### src/rtl/msi_evq_pkg.sv
// Shared constants and types for the MSI event queue controller.
// Assumes a 32-bit entry word and a 16-bit MSI data value.
package msi_evq_pkg;
    localparam int MSI_DATA_W = 16;
    localparam int ENTRY_W    = 32;
    localparam int KIND_W     = 2;

    typedef enum logic [1:0] {
        RK_BASE  = 2'd0,
        RK_HEAD  = 2'd1,
        RK_TAIL  = 2'd2,
        RK_STEER = 2'd3
    } reg_kind_e;

    typedef enum logic {
        SQ_IDLE  = 1'b0,
        SQ_WRITE = 1'b1
    } seq_state_e;
endpackage

### src/rtl/msi_evq_steer.sv
// Vector-to-queue steering table.
// Holds one queue number per vector; it has one lookup port for the MSI path
// and one for register reads. Assumes NUM_VEC == 2**VEC_W.
module msi_evq_steer #(
    parameter int NUM_VEC = 64,
    parameter int VEC_W   = 6,
    parameter int QW      = 2
) (
    input  logic             clk,
    input  logic             rst_n,
    input  logic             wr_en,
    input  logic [VEC_W-1:0] wr_vec,
    input  logic [QW-1:0]    wr_q,
    input  logic [VEC_W-1:0] lk_vec,
    output logic [QW-1:0]    lk_q,
    input  logic [VEC_W-1:0] rd_vec,
    output logic [QW-1:0]    rd_q
);
    logic [QW-1:0] map_q [NUM_VEC];

    // Table update: clear to queue 0 on reset, rewrite one entry per write.
    always_ff @(posedge clk) begin
        if (!rst_n) begin
            for (int i = 0; i < NUM_VEC; i++) map_q[i] <= '0;
        end else if (wr_en) begin
            map_q[wr_vec] <= wr_q;
        end
    end

    assign lk_q = map_q[lk_vec];
    assign rd_q = map_q[rd_vec];
endmodule

### src/rtl/msi_evq_qbank.sv
// Per-queue state: base address, head (software-owned), tail (controller-owned).
// Derives the full flag and the level interrupt of each queue.
// Assumes the depth is 2**PTR_W, so the pointers wrap naturally.
module msi_evq_qbank #(
    parameter int NUM_Q  = 4,
    parameter int PTR_W  = 6,
    parameter int ADDR_W = 32,
    parameter int QW     = 2
) (
    input  logic                    clk,
    input  logic                    rst_n,
    input  logic                    base_we,
    input  logic                    head_we,
    input  logic [QW-1:0]           wr_q,
    input  logic [ADDR_W-1:0]       wr_data,
    input  logic                    adv,
    input  logic [QW-1:0]           adv_q,
    output logic [NUM_Q*ADDR_W-1:0] base_flat,
    output logic [NUM_Q*PTR_W-1:0]  head_flat,
    output logic [NUM_Q*PTR_W-1:0]  tail_flat,
    output logic [NUM_Q-1:0]        full,
    output logic [NUM_Q-1:0]        irq
);
    localparam logic [PTR_W-1:0] PTR_ONE = PTR_W'(1);

    for (genvar g = 0; g < NUM_Q; g++) begin : g_q
        logic [ADDR_W-1:0] base_r;
        logic [PTR_W-1:0]  head_r;
        logic [PTR_W-1:0]  tail_r;
        logic [PTR_W-1:0]  tail_nx;

        // Base address register, written by software.
        always_ff @(posedge clk) begin
            if (!rst_n)                           base_r <= '0;
            else if (base_we && wr_q == QW'(g))   base_r <= wr_data;
        end

        // Head pointer, written by software after it consumes entries.
        always_ff @(posedge clk) begin
            if (!rst_n)                           head_r <= '0;
            else if (head_we && wr_q == QW'(g))   head_r <= wr_data[PTR_W-1:0];
        end

        // Tail pointer, advanced only when an entry write is acknowledged.
        always_ff @(posedge clk) begin
            if (!rst_n)                           tail_r <= '0;
            else if (adv && adv_q == QW'(g))      tail_r <= tail_nx;
        end

        assign tail_nx = tail_r + PTR_ONE;
        assign full[g] = (tail_nx == head_r);
        assign irq[g]  = (head_r != tail_r);
        assign base_flat[g*ADDR_W +: ADDR_W] = base_r;
        assign head_flat[g*PTR_W +: PTR_W]   = head_r;
        assign tail_flat[g*PTR_W +: PTR_W]   = tail_r;
    end
endmodule

### src/rtl/msi_evq_seq.sv
// Write sequencer: accepts one MSI, formats the entry, and holds the memory
// request until it is acknowledged, then tells the queue bank to advance
// the tail. Only one write is in flight; further MSIs see ready low.
module msi_evq_seq
    import msi_evq_pkg::*;
#(
    parameter int NUM_Q  = 4,
    parameter int PTR_W  = 6,
    parameter int ADDR_W = 32,
    parameter int QW     = 2,
    parameter int VEC_W  = 6
) (
    input  logic                    clk,
    input  logic                    rst_n,
    input  logic                    msi_valid,
    input  logic [VEC_W-1:0]        msi_vector,
    input  logic [MSI_DATA_W-1:0]   msi_data,
    output logic                    msi_ready,
    input  logic [QW-1:0]           tgt_q,
    input  logic [NUM_Q-1:0]        full,
    input  logic [NUM_Q*ADDR_W-1:0] base_flat,
    input  logic [NUM_Q*PTR_W-1:0]  tail_flat,
    output logic                    mem_wr_req,
    output logic [ADDR_W-1:0]       mem_wr_addr,
    output logic [ENTRY_W-1:0]      mem_wr_data,
    input  logic                    mem_wr_ack,
    output logic                    adv,
    output logic [QW-1:0]           adv_q
);
    localparam int PAD_W = ENTRY_W - MSI_DATA_W - VEC_W;

    seq_state_e        state_q;
    logic [ADDR_W-1:0] addr_q;
    logic [ENTRY_W-1:0] data_q;
    logic [QW-1:0]     q_q;
    logic [ADDR_W-1:0] slot_addr;
    logic [PTR_W-1:0]  tgt_tail;
    logic              accept;

    assign tgt_tail  = tail_flat[tgt_q*PTR_W +: PTR_W];
    assign slot_addr = base_flat[tgt_q*ADDR_W +: ADDR_W] + ADDR_W'({tgt_tail, 2'b00});
    assign msi_ready = (state_q == SQ_IDLE) && !full[tgt_q];
    assign accept    = msi_valid && msi_ready;

    // Capture the entry on acceptance; return to idle on the acknowledge.
    always_ff @(posedge clk) begin
        if (!rst_n) begin
            state_q <= SQ_IDLE;
            addr_q  <= '0;
            data_q  <= '0;
            q_q     <= '0;
        end else begin
            case (state_q)
                SQ_IDLE: if (accept) begin
                    addr_q  <= slot_addr;
                    data_q  <= {{PAD_W{1'b0}}, msi_vector, msi_data};
                    q_q     <= tgt_q;
                    state_q <= SQ_WRITE;
                end
                SQ_WRITE: if (mem_wr_ack) state_q <= SQ_IDLE;
                default: state_q <= SQ_IDLE;
            endcase
        end
    end

    assign mem_wr_req  = (state_q == SQ_WRITE);
    assign mem_wr_addr = addr_q;
    assign mem_wr_data = data_q;
    assign adv         = mem_wr_req && mem_wr_ack;
    assign adv_q       = q_q;
endmodule

### src/rtl/msi_evq_ctrl.sv
// MSI event queue controller top level.
// Connects the steering table, queue bank and write sequencer, and decodes
// the register port. Assumes NUM_Q <= NUM_VEC and power-of-two counts.
module msi_evq_ctrl
    import msi_evq_pkg::*;
#(
    parameter int NUM_Q   = 4,
    parameter int NUM_VEC = 64,
    parameter int Q_DEPTH = 64,
    parameter int ADDR_W  = 32,
    localparam int VEC_W  = $clog2(NUM_VEC),
    localparam int REG_AW = KIND_W + VEC_W
) (
    input  logic                  clk,
    input  logic                  rst_n,
    input  logic                  msi_valid,
    input  logic [VEC_W-1:0]      msi_vector,
    input  logic [MSI_DATA_W-1:0] msi_data,
    output logic                  msi_ready,
    output logic                  mem_wr_req,
    output logic [ADDR_W-1:0]     mem_wr_addr,
    output logic [ENTRY_W-1:0]    mem_wr_data,
    input  logic                  mem_wr_ack,
    input  logic                  reg_wr_en,
    input  logic [REG_AW-1:0]     reg_addr,
    input  logic [ADDR_W-1:0]     reg_wdata,
    output logic [ADDR_W-1:0]     reg_rdata,
    output logic [NUM_Q-1:0]      irq
);
    localparam int PTR_W = $clog2(Q_DEPTH);
    localparam int QW    = (NUM_Q > 1) ? $clog2(NUM_Q) : 1;

    reg_kind_e                kind;
    logic [VEC_W-1:0]         idx;
    logic [QW-1:0]            rq;
    logic                     idx_ok;
    logic [NUM_Q*ADDR_W-1:0]  base_flat;
    logic [NUM_Q*PTR_W-1:0]   head_flat;
    logic [NUM_Q*PTR_W-1:0]   tail_flat;
    logic [NUM_Q-1:0]         full;
    logic [QW-1:0]            tgt_q;
    logic [QW-1:0]            steer_rd_q;
    logic                     adv;
    logic [QW-1:0]            adv_q;

    assign kind   = reg_kind_e'(reg_addr[REG_AW-1 -: KIND_W]);
    assign idx    = reg_addr[VEC_W-1:0];
    assign rq     = idx[QW-1:0];
    assign idx_ok = (32'(idx) < 32'(NUM_Q));

    msi_evq_steer #(.NUM_VEC(NUM_VEC), .VEC_W(VEC_W), .QW(QW)) steer_i (
        .clk    (clk),
        .rst_n  (rst_n),
        .wr_en  (reg_wr_en && kind == RK_STEER),
        .wr_vec (idx),
        .wr_q   (reg_wdata[QW-1:0]),
        .lk_vec (msi_vector),
        .lk_q   (tgt_q),
        .rd_vec (idx),
        .rd_q   (steer_rd_q)
    );

    msi_evq_qbank #(.NUM_Q(NUM_Q), .PTR_W(PTR_W), .ADDR_W(ADDR_W), .QW(QW)) qbank_i (
        .clk       (clk),
        .rst_n     (rst_n),
        .base_we   (reg_wr_en && kind == RK_BASE && idx_ok),
        .head_we   (reg_wr_en && kind == RK_HEAD && idx_ok),
        .wr_q      (rq),
        .wr_data   (reg_wdata),
        .adv       (adv),
        .adv_q     (adv_q),
        .base_flat (base_flat),
        .head_flat (head_flat),
        .tail_flat (tail_flat),
        .full      (full),
        .irq       (irq)
    );

    msi_evq_seq #(.NUM_Q(NUM_Q), .PTR_W(PTR_W), .ADDR_W(ADDR_W), .QW(QW), .VEC_W(VEC_W)) seq_i (
        .clk         (clk),
        .rst_n       (rst_n),
        .msi_valid   (msi_valid),
        .msi_vector  (msi_vector),
        .msi_data    (msi_data),
        .msi_ready   (msi_ready),
        .tgt_q       (tgt_q),
        .full        (full),
        .base_flat   (base_flat),
        .tail_flat   (tail_flat),
        .mem_wr_req  (mem_wr_req),
        .mem_wr_addr (mem_wr_addr),
        .mem_wr_data (mem_wr_data),
        .mem_wr_ack  (mem_wr_ack),
        .adv         (adv),
        .adv_q       (adv_q)
    );

    // Register read mux; out-of-range queue indices read as zero.
    always_comb begin
        reg_rdata = '0;
        case (kind)
            RK_BASE:  if (idx_ok) reg_rdata = base_flat[rq*ADDR_W +: ADDR_W];
            RK_HEAD:  if (idx_ok) reg_rdata = ADDR_W'(head_flat[rq*PTR_W +: PTR_W]);
            RK_TAIL:  if (idx_ok) reg_rdata = ADDR_W'(tail_flat[rq*PTR_W +: PTR_W]);
            RK_STEER: reg_rdata = ADDR_W'(steer_rd_q);
            default:  reg_rdata = '0;
        endcase
    end
endmodule

### config.mk
export PLATFORM = sky130hd
export DESIGN_NAME = msi_evq_ctrl
export DESIGN_NICKNAME = d
export VERILOG_FILES = /design/src/rtl/msi_evq_pkg.sv /design/src/rtl/msi_evq_steer.sv /design/src/rtl/msi_evq_qbank.sv /design/src/rtl/msi_evq_seq.sv /design/src/rtl/msi_evq_ctrl.sv
export SDC_FILE = /design/constraint.sdc
export NUM_CORES = 1
export LEC_CHECK = 0
export BUFFER_PORTS_ARGS = -buffer_cell sky130_fd_sc_hd__buf_2
export CAP_MARGIN = 20
export CORE_MARGIN = 5
export CORE_UTILIZATION = 30
export DETAILED_ROUTE_END_ITERATION = 10
export REMOVE_ABC_BUFFERS = 1
export SYNTH_ARGS = -nofsm -noshare
export SYNTH_HDL_FRONTEND = slang
export SYNTH_SLANG_ARGS = --single-unit
### constraint.sdc
create_clock -name clk -period 8.5 [get_ports clk]
set_input_delay 2.55 -clock clk [delete_from_list [all_inputs] [get_ports clk]]
set_output_delay 2.55 -clock clk [all_outputs]
set_load 0.01 [all_outputs]
==> impl_metrics.tcl <==
set metrics [dict create \
    status "completed" \
    route.vias.total 17580 \
    clock-sinks 361 \
    cts_setup_buffers 0 \
    clk_pin_slew_worst_paths_ps 60 \
    path_max_fanout 22 \
    core_area_um2 67300 \
    ant_nets 0 \
    endpoint_kind "primary output" \
    cp.required_ps 5950 \
    cts-htree-levels 2 \
    cts_resized 0 \
    grt_pass1_wl_um 104000 \
    rsz0062_at_grt "false" \
    clk_latency_ps 600 \
    max-vdd-ir-drop_mv 0.125 \
    route.detailed.drc 0 \
    slew_viol_final 0 \
    hp-class "register to register" \
    clockBufferDepth 3 \
    firstDrtPassIters 6 \
    max_freq_mhz 123 \
    grtUsageTotal_pct 17.8 \
    port-buffer-count 158 \
    power_density_nw_per_um2 196 \
    critPathArrivalTime_ps 5590 \
    area_growth_pct 14.5 \
    numCtsBuffers 44 \
    die_x_um 271 \
    syn_inst 2232 \
    gp_congestion 0.925 \
    finClkSkew_ps 27.2 \
    overflow 0 \
    cts_tree "done" \
    ys_warn_count 0 \
    post-dp-hpwl_um 46400 \
    yosysUniqueCellTypes 89 \
    leakage_nw 8.09 \
    async_flop_share_pct 0 \
    antenna_found_initial 10 \
    syn_area_per_cell_um2 9.14 \
    seq_area_frac_synth_pct 41.7 \
    dieArea_um2 73300 \
    cp-start-kind "input pin" \
    die_y_um 271 \
    fin_crit_sh_pct 95.8 \
    setup-tns-final_ps 0 \
    initial_core_util_pct 30.3 \
    setup.worst_path.class "input pin to primary output" \
    detail_route.wl_per_cell_um 21.4 \
    hold_buffers 0 \
    wirelength_um 68600 \
    max_slew.worst_pin.slew_ps 1000 \
    ios 169 \
    placedCellCount 3122 \
    period_minus_slack_ps 8140 \
    syn_area_um2 20400 \
    setup_viol 0 \
    drive_gt1_share_pct 18.3 \
    ys_ff_latch 361 \
    max_slew_margin_pct 32.6 \
    synth_flop_cell "dfxtp_1" \
    synth-edff-count 128 \
    routed_via_density 5.47 \
    drt_iter0_drc 2035 \
    hold_viol 0 \
    grt_max_degree 84 \
    cts_root_buf "clkbuf_16" \
    grt_pass1_vias 17006 \
    nets 2373 \
    max-cap-violations 0 \
    rows 95 \
    finalNonFillerCells 3212 \
]
-- Yosys cell counts, types with 3 or more instances --
cell type	n	area (µm²)
nand3_2	3	30.0
clkbuf_1	119	447
buf_2	21	105
nor3_1	21	105
nand4_1	16	100
a22oi_1	14	105
buf_1	16	60.1
xnor2_1	36	315
o21ai_0	100	500
o21ai_1	8	40.0
ha_1	10	125
buf_6	9	101
nor4_1	7	43.8
inv_1	6	22.5
nor2_1	259	972
o2111ai_1	5	43.8
dfxtp_1	233	4660
xor2_1	44	385
a21o_1	3	22.5
nor2b_1	18	113
and2_1	31	194
and3_1	32	200
a311oi_1	3	26.3
mux2i_1	126	1260
a21oi_1	169	846
a31oi_1	30	188
buf_4	20	150
o211ai_1	11	82.6
nand3b_1	4	30.0
or2_2	4	25.0
nand2_1	454	1700
nand2b_1	21	131
a221oi_1	5	43.8
mux4_2	88	1980
edfxtp_1	128	3840
mux2_2	11	124
a211oi_1	9	67.6
nor4_2	6	75.1
o31ai_1	3	22.5
or3_1	8	50.1
nand3_1	55	275
a21oi_2	4	35.0
-- power breakdown --
group	leakage, nW	switching [mW]	internal, mW
Clock	0.782	0.800	1.26
Sequential	3.10	0.0453	1.85
Combinational	4.20	0.397	0.220
Total	8.09	1.24	3.33
-- path summary, 6_finish.rpt --
kind                                          startpoint                                     end  slack, ps  cells past startpoint
setup / recovery                           msi_vector[2]                               msi_ready        360                     12
hold reg to reg   qbank_i.g_q[2].base_r[30]$_SDFFE_PN0P_  qbank_i.g_q[2].base_r[30]$_SDFFE_PN0P_        470                      2
setup reg to reg      steer_i.map_q[16][0]$_SDFFCE_PN0P_      seq_i.mem_wr_addr[31]$_SDFFE_PN0P_       3400                     21
hold / removal    qbank_i.g_q[2].base_r[30]$_SDFFE_PN0P_  qbank_i.g_q[2].base_r[30]$_SDFFE_PN0P_        470                      2
-- logic make-up (layout without fill, tap and decap cells) --
logic type      after synthesis  after routing  synth area share (%)
buf+inv                     197            286                  4.65
fa+ha+maj                    11             11                 0.712
simple gates                963            963                  21.2
flops                       361            361                  41.7
xor+xnor                     80             80                  3.44
mux                         227            227                  16.6
other cells                   1             19                0.0184
compound gates              392            392                  11.7
-- area by class of cell --
cell class | instances | area [µm²]
diodes | 9 | 22.5
clock buffers | 56 | 1250
clock inverters | 25 | 343
fillers | 6871 | 43900
inverters | 9 | 38.8
multi-input cells | 1683 | 11000
flip-flops and latches | 361 | 8510
well taps | 873 | 1090
repair buffers | 196 | 1110
-- sequential cells by signal, indices dropped and copies added (netlist names) --
| signal | cells |
|---|---|
| seq_i.mem_wr_addr | 32 |
| seq_i.mem_wr_data | 22 |
| seq_i.mem_wr_req | 1 |
| qbank_i.g_q.base_r | 128 |
| qbank_i.g_q.head_r | 24 |
| steer_i.map_q | 128 |
| seq_i.adv_q | 2 |
| qbank_i.g_q.tail_r | 24 |
-- through the flow --
stage | cell area [µm²] | hold WS (ps) | util, % | setup slack [ps] | power, mW
finish | 23400 | 472 | 34.7 | 359 | 4.57
global route | 23300 | 493 | 34.7 | 152 | 4.73
CTS | 23300 | 472 | 34.7 | 305 | 4.61
detailed placement | 21700 | 464 | 32.3 | 329 | 2.54
global placement | 21700 | 453 | 32.3 | 377 | 2.53
floorplan | 19500 | 442 | - | 1230 | 2.27
-- per-layer routing --
| metal | up-vias | routed length (µm) | global-route usage (%) |
|---|---|---|---|
| li1 | 7987 | - | - |
| met1 | 8597 | 27700 | 23.3 |
| met2 | 855 | 33100 | 29.9 |
| met3 | 141 | 5530 | 2.95 |
| met4 | 0 | 2200 | 6.55 |
| met5 | - | 0 | 0 |
-- critical path: stages --
cell	delay [ps]
buf_2	370
buf_4	310
buf_4	200
mux4_2	180
nand3_1	80
and4_1	220
o21ai_1	430
and2_4	390
o211ai_1	200
a21oi_1	340
buf_4	170
buf_2	120
-- cell usage in the layout (no fill, tap or decap), types with 5 or more instances in the layout --
cell,n
bufinv_16,7
a22oi_1,14
o211ai_1,11
buf_4,37
dfxtp_1,233
nand4_1,16
edfxtp_1,128
xor2_1,44
a31oi_1,30
nor2_1,256
ha_1,10
clkbuf_8,8
nor2b_1,18
o21ai_1,8
diode_2,9
inv_1,6
and3_1,32
nor4_1,7
clkbuf_16,45
o21ai_0,100
nor3_1,19
a211oi_1,9
nand2b_1,21
clkinv_2,9
mux4_2,88
a21oi_1,169
buf_2,156
conb_1,10
xnor2_1,36
or3_1,8
nand3_1,55
mux2i_1,126
mux2_2,11
a221oi_1,5
o2111ai_1,5
nand2_1,454
nor4_2,6
and2_1,31
Note: power is estimated with default switching activity, not from simulation.
